[src/rtl/burst_lane_pkg.sv]
// Package: default geometry shared by the lane and its checker.
// Assumes: the values are powers of two so that index widths are exact.
package burst_lane_pkg;
    localparam int DEF_NUM_FIB    = 4;
    localparam int DEF_NUM_WL     = 4;
    localparam int DEF_NUM_DELAYS = 4;
    localparam int DEF_SLOT_W     = 8;
    localparam int DEF_LEN_W      = 8;
    localparam int DEF_QOS_W      = 2;
    localparam int DEF_VOID_W     = 8;

    // Width of an index over n items, never below one bit.
    function automatic int idx_w(input int n);
        return (n > 1) ? $clog2(n) : 1;
    endfunction
endpackage

[src/rtl/lane_desc_store.sv]
// Module: holds the single burst descriptor of the lane for one run.
// Assumes: load_valid wins over exec_start in the same cycle.
module lane_desc_store #(
    parameter int FIB_W  = 2,
    parameter int SLOT_W = 8,
    parameter int LEN_W  = 8,
    parameter int QOS_W  = 2
) (
    input  logic              clk,
    input  logic              rst_n,
    input  logic              exec_start,
    input  logic              load_valid,
    input  logic [FIB_W-1:0]  load_fiber,
    input  logic [SLOT_W-1:0] load_slot,
    input  logic [LEN_W-1:0]  load_len,
    input  logic [QOS_W-1:0]  load_qos,
    output logic              occupied,
    output logic [FIB_W-1:0]  d_fiber,
    output logic [SLOT_W-1:0] d_slot,
    output logic [LEN_W-1:0]  d_len,
    output logic [QOS_W-1:0]  d_qos
);
    // Capture or drop the descriptor.
    always_ff @(posedge clk) begin
        if (!rst_n) begin
            occupied <= 1'b0;
            d_fiber  <= '0;
            d_slot   <= '0;
            d_len    <= '0;
            d_qos    <= '0;
        end else if (load_valid) begin
            occupied <= 1'b1;
            d_fiber  <= load_fiber;
            d_slot   <= load_slot;
            d_len    <= load_len;
            d_qos    <= load_qos;
        end else if (exec_start) begin
            occupied <= 1'b0;
        end
    end
endmodule

[src/rtl/lane_req_gen.sv]
// Module: forms the request of the current delay cycle.
// Requests fan out to every wavelength of the target fiber. They are blocked
// after an accept in this iteration and beyond a retained delay. The retained
// void goes out as the bound on the retained delay cycle.
// Assumes: iter_start in the same cycle as cyc_req opens a fresh iteration.
module lane_req_gen #(
    parameter int NUM_FIB = 4,
    parameter int NUM_WL  = 4,
    parameter int FIB_W   = 2,
    parameter int DLY_W   = 2,
    parameter int VOID_W  = 8
) (
    input  logic                      cyc_req,
    input  logic [DLY_W-1:0]          cyc_delay,
    input  logic                      occupied,
    input  logic [FIB_W-1:0]          fiber,
    input  logic                      acc_done,
    input  logic                      iter_start,
    input  logic                      ret_valid,
    input  logic [DLY_W-1:0]          ret_delay,
    input  logic [VOID_W-1:0]         ret_void,
    output logic                      req_valid,
    output logic [NUM_FIB*NUM_WL-1:0] req_mask,
    output logic [VOID_W-1:0]         req_bound
);
    logic blocked;
    logic beyond;

    // Decide whether a request goes out and which bound it carries.
    always_comb begin
        blocked   = acc_done && !iter_start;
        beyond    = ret_valid && (cyc_delay > ret_delay);
        req_valid = cyc_req && occupied && !blocked && !beyond;
        req_bound = (ret_valid && (cyc_delay == ret_delay)) ? ret_void : '1;
    end

    // One group of NUM_WL request lines per fiber.
    for (genvar f = 0; f < NUM_FIB; f++) begin : g_fib
        assign req_mask[f*NUM_WL +: NUM_WL] =
            (req_valid && (fiber == FIB_W'(f))) ? {NUM_WL{1'b1}} : {NUM_WL{1'b0}};
    end
endmodule

[src/rtl/lane_min_select.sv]
// Module: picks the eligible grant with the smallest void.
// Ties go to the lowest index.
// Assumes: ineligible lanes are masked by the caller.
module lane_min_select #(
    parameter int NUM_WL = 4,
    parameter int VOID_W = 8,
    parameter int WL_W   = 2
) (
    input  logic [NUM_WL-1:0]        elig,
    input  logic [NUM_WL*VOID_W-1:0] voids,
    output logic                     found,
    output logic [WL_W-1:0]          best_idx,
    output logic [VOID_W-1:0]        best_void
);
    // Linear scan with strict compare keeps the lowest index on ties.
    always_comb begin
        found     = 1'b0;
        best_idx  = '0;
        best_void = '1;
        for (int i = 0; i < NUM_WL; i++) begin
            if (elig[i] && (!found || (voids[i*VOID_W +: VOID_W] < best_void))) begin
                found     = 1'b1;
                best_idx  = WL_W'(i);
                best_void = voids[i*VOID_W +: VOID_W];
            end
        end
    end
endmodule

[src/rtl/lane_alloc_state.sv]
// Module: request bookkeeping, accept generation, the allocation retained
// across iterations and the final result.
// Assumes: the sequencer does not pulse iter_end together with a grant.
module lane_alloc_state #(
    parameter int NUM_WL = 4,
    parameter int DLY_W  = 2,
    parameter int WL_W   = 2,
    parameter int VOID_W = 8
) (
    input  logic              clk,
    input  logic              rst_n,
    input  logic              exec_start,
    input  logic              load_valid,
    input  logic              occupied,
    input  logic              iter_start,
    input  logic              cyc_req,
    input  logic [DLY_W-1:0]  cyc_delay,
    input  logic              req_valid,
    input  logic [VOID_W-1:0] req_bound,
    input  logic              grant_valid,
    input  logic              sel_found,
    input  logic [WL_W-1:0]   sel_idx,
    input  logic [VOID_W-1:0] sel_void,
    input  logic              iter_end,
    input  logic              last_iter,
    output logic [VOID_W-1:0] sent_bound,
    output logic              acc_done,
    output logic              ret_valid,
    output logic [DLY_W-1:0]  ret_delay,
    output logic [VOID_W-1:0] ret_void,
    output logic              acc_valid,
    output logic [NUM_WL-1:0] acc_vec,
    output logic              res_valid,
    output logic [DLY_W-1:0]  res_delay,
    output logic [WL_W-1:0]   res_wl,
    output logic [VOID_W-1:0] res_void
);
    logic             req_sent;
    logic [DLY_W-1:0] sent_delay;
    logic [WL_W-1:0]  ret_wl;
    logic             take;

    assign take = grant_valid && req_sent && sel_found;

    // Track the outstanding request, issue accepts, keep and publish the allocation.
    always_ff @(posedge clk) begin
        if (!rst_n) begin
            req_sent   <= 1'b0;
            sent_delay <= '0;
            sent_bound <= '1;
            acc_done   <= 1'b0;
            ret_valid  <= 1'b0;
            ret_delay  <= '0;
            ret_void   <= '1;
            ret_wl     <= '0;
            acc_valid  <= 1'b0;
            acc_vec    <= '0;
            res_valid  <= 1'b0;
            res_delay  <= '0;
            res_wl     <= '0;
            res_void   <= '0;
        end else begin
            acc_valid <= 1'b0;
            acc_vec   <= '0;
            if (cyc_req) begin
                req_sent   <= req_valid;
                sent_delay <= cyc_delay;
                sent_bound <= req_bound;
            end else if (grant_valid || iter_start) begin
                req_sent <= 1'b0;
            end
            if (iter_start) begin
                acc_done <= 1'b0;
            end
            if (take) begin
                acc_valid        <= 1'b1;
                acc_vec[sel_idx] <= 1'b1;
                acc_done         <= 1'b1;
                ret_valid        <= 1'b1;
                ret_delay        <= sent_delay;
                ret_void         <= sel_void;
                ret_wl           <= sel_idx;
            end
            if (iter_end && last_iter) begin
                res_valid <= occupied && ret_valid;
                res_delay <= ret_valid ? ret_delay : '0;
                res_wl    <= ret_valid ? ret_wl : '0;
                res_void  <= ret_valid ? ret_void : '0;
            end
            if (exec_start || load_valid) begin
                req_sent  <= 1'b0;
                acc_done  <= 1'b0;
                ret_valid <= 1'b0;
                ret_delay <= '0;
                ret_void  <= '1;
                ret_wl    <= '0;
                res_valid <= 1'b0;
            end
        end
    end
endmodule

[src/rtl/burst_accept_lane.sv]
// Module: top of one input lane of the iterative burst scheduler.
// It stores a descriptor, requests all wavelengths of the target fiber and
// accepts the smallest-void grant. The accept honours the bound carried by
// the request.
// Assumes: grants answer the most recent request of this lane.
module burst_accept_lane
    import burst_lane_pkg::*;
#(
    parameter int NUM_FIB    = DEF_NUM_FIB,
    parameter int NUM_WL     = DEF_NUM_WL,
    parameter int NUM_DELAYS = DEF_NUM_DELAYS,
    parameter int SLOT_W     = DEF_SLOT_W,
    parameter int LEN_W      = DEF_LEN_W,
    parameter int QOS_W      = DEF_QOS_W,
    parameter int VOID_W     = DEF_VOID_W,
    localparam int FIB_W     = idx_w(NUM_FIB),
    localparam int WL_W      = idx_w(NUM_WL),
    localparam int DLY_W     = idx_w(NUM_DELAYS)
) (
    input  logic                      clk,
    input  logic                      rst_n,
    input  logic                      exec_start,
    input  logic                      load_valid,
    input  logic [FIB_W-1:0]          load_fiber,
    input  logic [SLOT_W-1:0]         load_slot,
    input  logic [LEN_W-1:0]          load_len,
    input  logic [QOS_W-1:0]          load_qos,
    input  logic                      iter_start,
    input  logic                      cyc_req,
    input  logic [DLY_W-1:0]          cyc_delay,
    input  logic                      grant_valid,
    input  logic [NUM_WL-1:0]         grant_vec,
    input  logic [NUM_WL*VOID_W-1:0]  grant_void,
    input  logic                      iter_end,
    input  logic                      last_iter,
    output logic                      req_valid,
    output logic [NUM_FIB*NUM_WL-1:0] req_mask,
    output logic [SLOT_W-1:0]         req_slot,
    output logic [LEN_W-1:0]          req_len,
    output logic [QOS_W-1:0]          req_qos,
    output logic [VOID_W-1:0]         req_bound,
    output logic                      acc_valid,
    output logic [NUM_WL-1:0]         acc_vec,
    output logic                      res_valid,
    output logic [DLY_W-1:0]          res_delay,
    output logic [WL_W-1:0]           res_wl,
    output logic [VOID_W-1:0]         res_void
);
    logic              occupied;
    logic [FIB_W-1:0]  d_fiber;
    logic              acc_done;
    logic              ret_valid;
    logic [DLY_W-1:0]  ret_delay;
    logic [VOID_W-1:0] ret_void;
    logic [VOID_W-1:0] sent_bound;
    logic [NUM_WL-1:0] elig;
    logic              sel_found;
    logic [WL_W-1:0]   sel_idx;
    logic [VOID_W-1:0] sel_void;

    lane_desc_store #(
        .FIB_W(FIB_W), .SLOT_W(SLOT_W), .LEN_W(LEN_W), .QOS_W(QOS_W)
    ) u_desc (
        .clk(clk), .rst_n(rst_n), .exec_start(exec_start), .load_valid(load_valid),
        .load_fiber(load_fiber), .load_slot(load_slot), .load_len(load_len),
        .load_qos(load_qos), .occupied(occupied), .d_fiber(d_fiber),
        .d_slot(req_slot), .d_len(req_len), .d_qos(req_qos)
    );

    lane_req_gen #(
        .NUM_FIB(NUM_FIB), .NUM_WL(NUM_WL), .FIB_W(FIB_W), .DLY_W(DLY_W), .VOID_W(VOID_W)
    ) u_req (
        .cyc_req(cyc_req), .cyc_delay(cyc_delay), .occupied(occupied), .fiber(d_fiber),
        .acc_done(acc_done), .iter_start(iter_start), .ret_valid(ret_valid),
        .ret_delay(ret_delay), .ret_void(ret_void), .req_valid(req_valid),
        .req_mask(req_mask), .req_bound(req_bound)
    );

    // A granted wavelength is eligible when no bound was sent or it beats the bound.
    for (genvar w = 0; w < NUM_WL; w++) begin : g_elig
        assign elig[w] = grant_vec[w] &&
            ((sent_bound == {VOID_W{1'b1}}) || (grant_void[w*VOID_W +: VOID_W] < sent_bound));
    end

    lane_min_select #(
        .NUM_WL(NUM_WL), .VOID_W(VOID_W), .WL_W(WL_W)
    ) u_sel (
        .elig(elig), .voids(grant_void), .found(sel_found),
        .best_idx(sel_idx), .best_void(sel_void)
    );

    lane_alloc_state #(
        .NUM_WL(NUM_WL), .DLY_W(DLY_W), .WL_W(WL_W), .VOID_W(VOID_W)
    ) u_alloc (
        .clk(clk), .rst_n(rst_n), .exec_start(exec_start), .load_valid(load_valid),
        .occupied(occupied), .iter_start(iter_start), .cyc_req(cyc_req),
        .cyc_delay(cyc_delay), .req_valid(req_valid), .req_bound(req_bound),
        .grant_valid(grant_valid), .sel_found(sel_found), .sel_idx(sel_idx),
        .sel_void(sel_void), .iter_end(iter_end), .last_iter(last_iter),
        .sent_bound(sent_bound), .acc_done(acc_done), .ret_valid(ret_valid),
        .ret_delay(ret_delay), .ret_void(ret_void), .acc_valid(acc_valid),
        .acc_vec(acc_vec), .res_valid(res_valid), .res_delay(res_delay),
        .res_wl(res_wl), .res_void(res_void)
    );
endmodule

[config.mk]
export PLATFORM = sky130hd
export DESIGN_NAME = burst_accept_lane
export DESIGN_NICKNAME = d
export VERILOG_FILES = /design/src/rtl/burst_lane_pkg.sv /design/src/rtl/lane_desc_store.sv /design/src/rtl/lane_req_gen.sv /design/src/rtl/lane_min_select.sv /design/src/rtl/lane_alloc_state.sv /design/src/rtl/burst_accept_lane.sv
export SDC_FILE = /design/constraint.sdc
export NUM_CORES = 1
export LEC_CHECK = 0
export ABC_AREA = 1
export ABC_CLOCK_PERIOD_IN_PS = 5000
export BUFFER_PORTS_ARGS = -buffer_cell sky130_fd_sc_hd__buf_2
export CAP_MARGIN = 25
export CORE_MARGIN = 8
export CORE_UTILIZATION = 47
export CTS_CLUSTER_DIAMETER = 60
export DETAILED_ROUTE_END_ITERATION = 10
export MAX_ROUTING_LAYER = met4
export PLACE_DENSITY = 0.77
export REMOVE_ABC_BUFFERS = 1
export SLEW_MARGIN = 10
export SYNTH_ARGS = -nofsm -noshare
export SYNTH_HDL_FRONTEND = slang
export SYNTH_SLANG_ARGS = --single-unit
export TNS_END_PERCENT = 50
[constraint.sdc]
create_clock -name clk -period 5 [get_ports clk]
set_clock_uncertainty 0.15 [all_clocks]
set_input_delay 0.25 -clock clk [delete_from_list [all_inputs] [get_ports clk]]
set_output_delay 0.25 -clock clk [all_outputs]
set_load 0.1 [all_outputs]
==> results.json, run 1 <==
{
  "status": "complete, but fails checks",
  "violations": "negative setup slack",
  "seqPwrFrac_pct": 35.9,
  "gp_congestion": 0.933,
  "peakVddDrop_uv": 116,
  "clk_latency_ns": 0.35,
  "fin_nets": 838,
  "synthMuxAreaShare_pct": 0,
  "num_antenna_cells": 0,
  "die_area_um2": 11700,
  "critPathMaxStageDelay_ns": 0.35,
  "wl_um": 13500,
  "rsz0062_at_grt": "yes",
  "gr-total-overflow": 0,
  "start_util_pct": 48.4,
  "wire_per_inst_um": 16.3,
  "worst_setup_path_end_kind": "flop",
  "yosys.area.top_type": "dfxtp_1",
  "clock-sinks": 64,
  "cts_root_buf": "clkbuf_8",
  "cts_max_level": 3,
  "synthXorXnorAreaFrac_pct": 0,
  "cp_max_fo": 7,
  "p_int_uw": 950,
  "hold_violations": 0,
  "pwr-share-comb_pct": 34.7,
  "io_pins": 128,
  "cts_buffer_depth": 2,
  "async_flop_share_pct": 0,
  "clkTransAtPathRegs_ns": 0.08,
  "power_mw": 1.49,
  "synth_area_leaders": "dfxtp_1, ha_1, nand2_1, a21oi_1, nor2_1",
  "antenna_found_initial": 0,
  "synth_compound_area_share_pct": 16.0,
  "max_cap_viol_count": 0,
  "die_x_um": 108,
  "min_path_type": "input port to flop",
  "yosys.area_share.simple_pct": 26.5,
  "worst_path_most_repeated_cell": "nor2_1",
  "drive_above_1_share_pct": 37.8,
  "first_pass_iters": 5,
  "power.density_nw_per_um2": 266,
  "synthAdderAreaFrac_pct": 15.7,
  "syn-cell-area_um2": 3980,
  "maxSlewViolCount": 0,
  "ys_types": 29,
  "cts_tree": "yes",
  "ant_nets": 0,
  "grt_pass1_vias": 4274,
  "syn2layout_area_growth_pct": 41.4,
  "worstPathArrival_ns": 5.19,
  "grt_max_degree": 24,
  "critical_path_class": "flop to flop",
  "yosys.area.top_type_share_pct": 32.2,
  "max_slew_margin_pct": 52.7,
  "grt_pass1_wl_um": 20100,
  "power_switching_uw": 544,
  "drc": 0,
  "whs_ns": 0.00323,
  "syn_avg_cell_area_um2": 7.16,
  "grtUsageTotal_pct": 21.9,
  "crit_buf_inv": 2,
  "via_per_inst": 5.41,
  "first_iter_violations": 274,
  "period_share_pct": 101,
  "synth_cells": 555,
  "cp_data_required_time_ns": 5.12,
  "rows": 33,
  "finalCriticalPeriod_ns": 5.07,
  "worst_slack_ns": -0.0697,
  "core_area_um2": 8220,
  "ys_ff_latch": 64,
  "yosysSeqAreaShare_pct": 32.2,
  "portBuffers": 127,
  "yosysWarningCount": 0,
  "worstMarginPinSlew_ns": 0.703,
  "numCtsBuffers": 9,
  "critical_path.top_delay_family": "simple AND/OR/NAND/NOR gates",
  "setup_viol": 12,
  "synth_top_family_by_area": "simple AND/OR/NAND/NOR gates",
  "synth_edf_count": 0,
  "leakage_nw": 2.82,
  "clkPwrFrac_pct": 29.4,
  "start_kind": "flop",
  "die_h_um": 108,
  "synth_ff_type": "dfxtp_1",
  "dr_total_vias": 4489,
  "dp_hpwl_um": 9540,
  "sw_frac_of_total_pct": 36.4,
  "slowest_stage": "dfxtp_2",
  "fmax_mhz": 197
}
[cell type report]
class	instances	area, um^2
Multi-Input combinational cell	409	2710
Tap cell	105	131
Sequential cell	64	1290
Timing Repair Buffer	182	1100
Fill cell	642	2590
Inverter	55	209
Clock inverter	4	45.0
Clock buffer	11	141
[worst paths after layout]
path                            slack (ns)                  start             endpoint  cells after the start
worst max register to register       -0.07  u_alloc.sent_bound[5]   u_alloc.acc_vec[3]                     34
worst min register to register        0.31    u_alloc.res_void[7]  u_alloc.res_void[7]                      2
worst max-delay path                 -0.07  u_alloc.sent_bound[5]   u_alloc.acc_vec[3]                     34
worst min-delay path                 0.003            load_qos[1]      u_desc.d_qos[1]                      3
[placed cells by master, fill, tap and decap left out, types with 5 or more instances in the layout]
cell,instances
dlygate4sd3_1,16
nor2_1,57
nand2_1,85
dfxtp_1,58
o21ai_2,7
nand2_4,10
o211ai_1,6
nor2_2,5
a21oi_1,50
inv_1,50
or2_2,10
buf_4,37
a21oi_2,5
clkbuf_8,10
nand3_1,37
dfxtp_2,6
o21ai_4,5
nor3_1,7
o21ai_0,32
nand2_2,17
buf_2,127
ha_4,10
ha_1,39
[stage by stage]
step	setup TNS [ns]	cell area (um^2)	utilization, %	setup slack [ns]	std cells
after floorplan	-96.58	3810	-	-6.04	524
after global placement	-0.927	4830	58.8	-0.0791	790
after detailed placement	-4.16	4830	58.8	-0.325	790
after CTS	0	5230	63.6	0.00218	822
after global routing	-6.43	5620	68.4	-0.501	830
final	-0.499	5620	68.4	-0.0697	830
[synthesized netlist by cell type, types with 2 or more instances]
| master | n |
|---|---|
| or2_2 | 10 |
| o211ai_1 | 6 |
| a21boi_0 | 4 |
| nand2_1 | 100 |
| nand3_2 | 3 |
| buf_4 | 12 |
| nor2_1 | 63 |
| nand2_4 | 3 |
| o21ai_0 | 46 |
| ha_1 | 50 |
| dfxtp_1 | 64 |
| nand3_1 | 38 |
| nor3_1 | 7 |
| nand4_1 | 4 |
| a31oi_1 | 2 |
| clkbuf_1 | 16 |
| a211oi_1 | 3 |
| a21oi_1 | 54 |
| nand2_2 | 7 |
| inv_1 | 54 |
[cells by family (layout without fill, tap and decap cells)]
| group | after synthesis | after routing |
|---|---|---|
| AO/OA/AOI/OAI | 118 | 118 |
| flip-flops | 64 | 64 |
| AND/OR/NAND/NOR | 237 | 241 |
| adder cells (fa/ha/maj) | 50 | 50 |
| buffers and inverters | 86 | 252 |
[worst min-delay path: cells and delay by family]
kind | cells | cell delay (ns)
buffers and inverters | 1 | 0.08
AND/OR/NAND/NOR | 2 | 0.14
[repair_timing]
action / in CTS / in global routing
buffers inserted: 0 / 5
resized for setup: 22 / 74
endpoints found under the hold margin: 16 / 0
endpoints found under the setup margin: 14 / 14
pin swaps: 2 / 17
gates cloned: 1 / 3
hold buffers: 16 / 0
[registers in the layout (all words and copies together), names as in the netlist]
register and cells:
u_alloc.ret_wl 2, u_alloc.res_wl 2, u_alloc.res_valid 1, u_desc.d_fiber 2
u_alloc.sent_bound 8, u_desc.occupied 1, u_alloc.ret_void 8, u_desc.d_slot 8
u_alloc.res_delay 2, u_alloc.ret_delay 2, u_alloc.req_sent 1, u_alloc.acc_valid 1
u_desc.d_len 8, u_alloc.sent_delay 2, u_desc.d_qos 2, u_alloc.acc_vec 4
u_alloc.res_void 8, u_alloc.acc_done 1, u_alloc.ret_valid 1
[layer usage]
metal | track usage [%] | vias up | part of all wire [%] | routed length (um)
li1 | - | 2177 | - | -
met1 | 25.4 | 2090 | 40 | 5420
met2 | 36.0 | 180 | 51 | 6850
met3 | 3.81 | 42 | 5.3 | 720
met4 | 10.6 | 0 | 3.7 | 504
met5 | - | - | 0 | 0
[power by group through the flow]
stage	clock (mW)	sequential, mW	combinational (mW)
after floorplan	0	0.617	0.194
after global placement	0	0.545	0.394
after detailed placement	0	0.546	0.407
after CTS	0.443	0.534	0.434
after global routing	0.472	0.537	0.558
final	0.440	0.536	0.518
Power figures use the tool's default switching activity.
==> inputs of run 2 (changes only) <==
--- a/config.mk
+++ b/config.mk
@@ -14,7 +14,7 @@
 export CTS_CLUSTER_DIAMETER = 60
 export DETAILED_ROUTE_END_ITERATION = 10
 export MAX_ROUTING_LAYER = met4
-export PLACE_DENSITY = 0.77
+export PLACE_DENSITY_LB_ADDON = 0.3
 export REMOVE_ABC_BUFFERS = 1
 export SLEW_MARGIN = 10
 export SYNTH_ARGS = -nofsm -noshare
==> run 2 against run 1 <==
Effect of this change:
- the run still ends with negative setup slack left
- critical path depth increased by 4
- final cell count grew 0.60%
- via count shrank 2.1%
- largest power group unchanged
- combinational power is 3% higher
- critical endpoint is now u_alloc.ret_void[7]
- maximum frequency increased by 0.91%
- critical path type unchanged
- flip-flop and latch count did not move
- die area unchanged
- total power is 2.0% lower
- clock power shrank 9.3%
- non-clock buffer count is 5 higher
==> results.json, run 2 (synthesized netlist as in run 1, its figures left out) <==
{
  "gp_congestion": 0.888,
  "die_area_um2": 11700,
  "critical_path_class": "flop to flop",
  "slowest_stage": "dfxtp_2",
  "critPathMaxStageDelay_ns": 0.34,
  "dpl.cell_count": 797,
  "p_int_uw": 923,
  "cp_max_fo": 8,
  "core_area_um2": 8220,
  "clk_latency_ns": 0.33,
  "leakage_nw": 2.83,
  "dr_total_vias": 4395,
  "stdcell_area_um2": 5730,
  "dp_hpwl_um": 9590,
  "grt_pass1_wl_um": 19400,
  "drive_above_1_share_pct": 40.0,
  "routed-wl-met2_um": 6880,
  "via_per_inst": 5.26,
  "grt_pass1_vias": 4189,
  "wl_um": 13100,
  "stdcell_count": 835,
  "violations": "negative setup slack",
  "cts_tree": "yes",
  "worstPathArrival_ns": 5.15,
  "ant_nets": 0,
  "setup_viol": 4,
  "grtUsageTotal_pct": 21.1,
  "seqPwrFrac_pct": 36.5,
  "sw_frac_of_total_pct": 37.0,
  "final_common_cell": "buf_2",
  "worst_slack_ns": -0.0239,
  "clkPwrFrac_pct": 27.2,
  "worstMarginPinSlew_ns": 0.791,
  "cts_buffer_depth": 2,
  "worst_path_most_repeated_cell": "nand2_1",
  "grt_max_degree": 24,
  "whs_ns": 0.0188,
  "top_layer_used": "met4",
  "start_util_pct": 48.4,
  "start_kind": "flop",
  "final_cell_mix": "buf_2, nand2_1, dfxtp_1",
  "fin_setup_tns_ns": -0.0501,
  "wire_per_inst_um": 15.7,
  "max_cap_viol_count": 0,
  "clock-sinks": 64,
  "dpl-instance-area_um2": 4880,
  "io_pins": 128,
  "peakVddDrop_uv": 124,
  "rsz0062_at_grt": "yes",
  "status": "complete, but fails checks",
  "first_iter_violations": 199,
  "max_slew_margin_pct": 46.8,
  "power_mw": 1.46,
  "fill_cells": 662,
  "cts_root_buf": "clkbuf_8",
  "die_h_um": 108,
  "power_switching_uw": 542,
  "cp_data_required_time_ns": 5.12,
  "finalCriticalPeriod_ns": 5.02,
  "pwr-share-comb_pct": 36.2,
  "worst_setup_path_end_kind": "flop",
  "rows": 33,
  "portBuffers": 127,
  "min_path_type": "input port to flop",
  "gr-total-overflow": 0,
  "wl_met1_um": 5210,
  "cts_max_level": 3,
  "hold_violations": 0,
  "drc": 0,
  "num_antenna_cells": 0,
  "syn2layout_area_growth_pct": 44.0,
  "die_x_um": 108,
  "maxSlewViolCount": 0,
  "numCtsBuffers": 9,
  "fmax_mhz": 199,
  "power.density_nw_per_um2": 256,
  "dr_wl_met3_um": 681,
  "antenna_found_initial": 0,
  "clkTransAtPathRegs_ns": 0.07,
  "period_share_pct": 100,
  "first_pass_iters": 5,
  "fin_nets": 843
}
[run 2: routing by layer]
metal,vias up,global-route usage [%]
met3,27,3.63
met5,-,-
met4,0,8.52
met2,162,35.4
li1,2185,-
met1,2021,24.4
[run 2: critical path, delay by kind of cell, from the launching register on]
family | cells | cell delay [ns]
buffers and inverters | 2 | 0.25
adder cells (fa/ha/maj) | 4 | 0.85
AND/OR/NAND/NOR | 25 | 2.33
AO/OA/AOI/OAI | 7 | 1.05
flip-flops | 1 | 0.34
[run 2: timing repair]
item,in CTS,in global routing
resized for setup,23,86
hold buffers,16,0
endpoints found under the setup margin,14,14
buffers inserted,0,3
endpoints found under the hold margin,16,0
pin swaps,0,26
cloned,0,4
[run 2: final timing paths]
check | startpoint | to | slack [ns] | cells after the start
setup / recovery | u_alloc.sent_bound[5] | u_alloc.ret_void[7] | -0.02 | 38
hold / removal | load_slot[7] | u_desc.d_slot[7] | 0.02 | 3
setup reg to reg | u_alloc.sent_bound[5] | u_alloc.ret_void[7] | -0.02 | 38
hold reg to reg | u_alloc.res_void[6] | u_alloc.res_void[6] | 0.31 | 2
[run 2: final cells by class]
| cell class | count | area, um^2 | area share, % |
|---|---|---|---|
| clock buffers | 12 | 155 | 2.71 |
| clock inverters | 3 | 17.5 | 0.306 |
| inverters | 55 | 209 | 3.65 |
| multi-input cells | 409 | 2790 | 48.7 |
| flip-flops and latches | 64 | 1290 | 22.5 |
| well taps | 105 | 131 | 2.29 |
| repair buffers | 187 | 1140 | 19.9 |
[run 2: stage by stage]
step	setup slack, ns	utilization (%)
after detailed placement	-0.378	59.4
after floorplan	-6.04	-
final	-0.0239	69.7
after CTS	0.0153	64.0
after global placement	-0.127	59.4
after global routing	-0.401	69.7
[run 2: power by group through the flow]
stage	clock, mW	combinational [mW]	sequential, mW
finish	0.399	0.531	0.535
global route	0.432	0.572	0.536
CTS	0.405	0.438	0.534
detailed placement	0	0.414	0.545
global placement	0	0.402	0.545
floorplan	0	0.194	0.617
==> inputs of run 3 (changes only) <==
--- a/config.mk
+++ b/config.mk
@@ -6,7 +6,6 @@
 export NUM_CORES = 1
 export LEC_CHECK = 0
 export ABC_AREA = 1
-export ABC_CLOCK_PERIOD_IN_PS = 5000
 export BUFFER_PORTS_ARGS = -buffer_cell sky130_fd_sc_hd__buf_2
 export CAP_MARGIN = 25
 export CORE_MARGIN = 8
@@ -14,7 +13,7 @@
 export CTS_CLUSTER_DIAMETER = 60
 export DETAILED_ROUTE_END_ITERATION = 10
 export MAX_ROUTING_LAYER = met4
-export PLACE_DENSITY_LB_ADDON = 0.3
+export PLACE_DENSITY = 0.88
 export REMOVE_ABC_BUFFERS = 1
 export SLEW_MARGIN = 10
 export SYNTH_ARGS = -nofsm -noshare
==> run 3 against run 2 <==
Effect of this change:
- via count increased by 1.7%
- total power increased by 1.9%
- die area unchanged
- the run still ends with negative setup slack left
- utilization decreased by 2.4 points
- hold slack got worse by 0.0040 ns
- sequential power about the same
==> results.json, run 3 (synthesized netlist as in run 1, its figures left out) <==
{
  "final_core_util_pct": 67.3,
  "critical_path.top_delay_family": "simple AND/OR/NAND/NOR gates",
  "worstRegToRegCells": 40,
  "fmax_mhz": 195,
  "fin_nets": 833,
  "gr-total-overflow": 0,
  "slowest_stage": "dfxtp_2",
  "grtUsageTotal_pct": 21.7,
  "drive_above_1_share_pct": 37.9,
  "drc": 0,
  "final_common_cell": "buf_2",
  "max_slew_margin_pct": 50.3,
  "die_h_um": 108,
  "ant_nets": 0,
  "crit_buf_inv": 4,
  "first_pass_iters": 5,
  "grt_pass1_vias": 4399,
  "wire_per_inst_um": 16.1,
  "start_util_pct": 48.4,
  "power.density_nw_per_um2": 270,
  "p_int_uw": 944,
  "peakVddDrop_uv": 119,
  "antenna_found_initial": 0,
  "die_area_um2": 11700,
  "leakage_nw": 2.76,
  "cp_data_required_time_ns": 5.09,
  "rsz0062_at_grt": "yes",
  "whs_ns": 0.0148,
  "stdcell_area_um2": 5530,
  "power_mw": 1.49,
  "post-place-ws_ns": -0.408,
  "critPathMaxStageDelay_ns": 0.34,
  "grt_max_degree": 24,
  "worstPathArrival_ns": 5.21,
  "via_per_inst": 5.41,
  "finalCriticalPeriod_ns": 5.13,
  "num_antenna_cells": 0,
  "clk_latency_ns": 0.34,
  "status": "complete, but fails checks",
  "worstMarginPinSlew_ns": 0.739,
  "worst_slack_ns": -0.125,
  "dr_total_vias": 4468,
  "clkPwrFrac_pct": 30.9,
  "rows": 33,
  "crit_cells": 40,
  "cts_max_level": 3,
  "seqPwrFrac_pct": 35.9,
  "io_pins": 128,
  "dpl-instance-area_um2": 4830,
  "maxSlewViolCount": 0,
  "dp_hpwl_um": 9690,
  "worst_path_most_repeated_cell": "nand2_1",
  "hold_violations": 0,
  "critical_path_class": "flop to flop",
  "wl_um": 13300,
  "start_kind": "flop",
  "syn2layout_area_growth_pct": 39.0,
  "portBuffers": 127,
  "hold_depth": 3,
  "grt_pass1_wl_um": 20200,
  "min_path_type": "input port to flop",
  "clock-sinks": 64,
  "max_cap_viol_count": 0,
  "violations": "negative setup slack",
  "cp_max_fo": 7,
  "cts_tree": "yes",
  "core_area_um2": 8220,
  "final_cell_mix": "buf_2, nand2_1, dfxtp_1",
  "die_x_um": 108,
  "pwr-share-comb_pct": 33.2,
  "setup_viol": 14,
  "cts_root_buf": "clkbuf_8",
  "clkTransAtPathRegs_ns": 0.08,
  "numCtsBuffers": 9,
  "gp_congestion": 0.915,
  "worst_setup_path_end_kind": "flop",
  "power_switching_uw": 549,
  "first_iter_violations": 350,
  "period_share_pct": 103,
  "cts_buffer_depth": 2,
  "sw_frac_of_total_pct": 36.8
}
run 3: layer usage:
metal  global-route usage (%)  routed length [um]  part of all wire, %
met4                     9.81                 584                  4.4
met5                        -                   0                    0
met2                     35.6                6710                   51
met3                     3.99                 747                  5.6
met1                     25.4                5220                   39
run 3: power groups by stage:
stage / sequential [mW] / combinational, mW / clock [mW]
2_1_floorplan: 0.617 / 0.194 / 0
3_3_place_gp: 0.545 / 0.393 / 0
3_5_place_dp: 0.546 / 0.409 / 0
4_1_cts: 0.534 / 0.434 / 0.465
5_1_grt: 0.537 / 0.535 / 0.494
6_report: 0.536 / 0.496 / 0.461
run 3: area by class of cell:
cell class                      instances  area, um^2
Clock buffer                           10         138
Clock inverter                          6        67.6
Fill cell                             652        2690
Inverter                               55         206
Multi-Input combinational cell        409        2640
Sequential cell                        64        1290
Tap cell                              105         131
Timing Repair Buffer                  177        1050
run 3: worst min-delay path: stages:
cell    delay [ns]
buf_2         0.08
nor2_1        0.04
nor2_1        0.10
run 3: worst paths after layout:
kind | start | slack [ns] | to
worst max-delay path | u_alloc.sent_bound[6] | -0.13 | u_alloc.ret_wl[1]
worst min-delay path | load_slot[2] | 0.01 | u_desc.d_slot[2]
worst max register to register | u_alloc.sent_bound[6] | -0.13 | u_alloc.ret_wl[1]
worst min register to register | u_alloc.res_void[5] | 0.31 | u_alloc.res_void[5]
run 3: per-stage QoR:
stage,instances,setup TNS [ns]
2_1_floorplan,524,-96.58
3_3_place_gp,790,-0.537
3_5_place_dp,790,-5.19
4_1_cts,821,0
5_1_grt,826,-5.10
6_report,826,-1.19
run 3: timing repair:
action | 4_1_cts | 5_1_grt
pin swaps | 2 | 14
resized for setup | 20 | 68
buffers inserted | 0 | 2
endpoints found under the hold margin | 14 | 0
hold buffers | 14 | 0
setup endpoints to repair | 14 | 14
gates cloned | 1 | 3
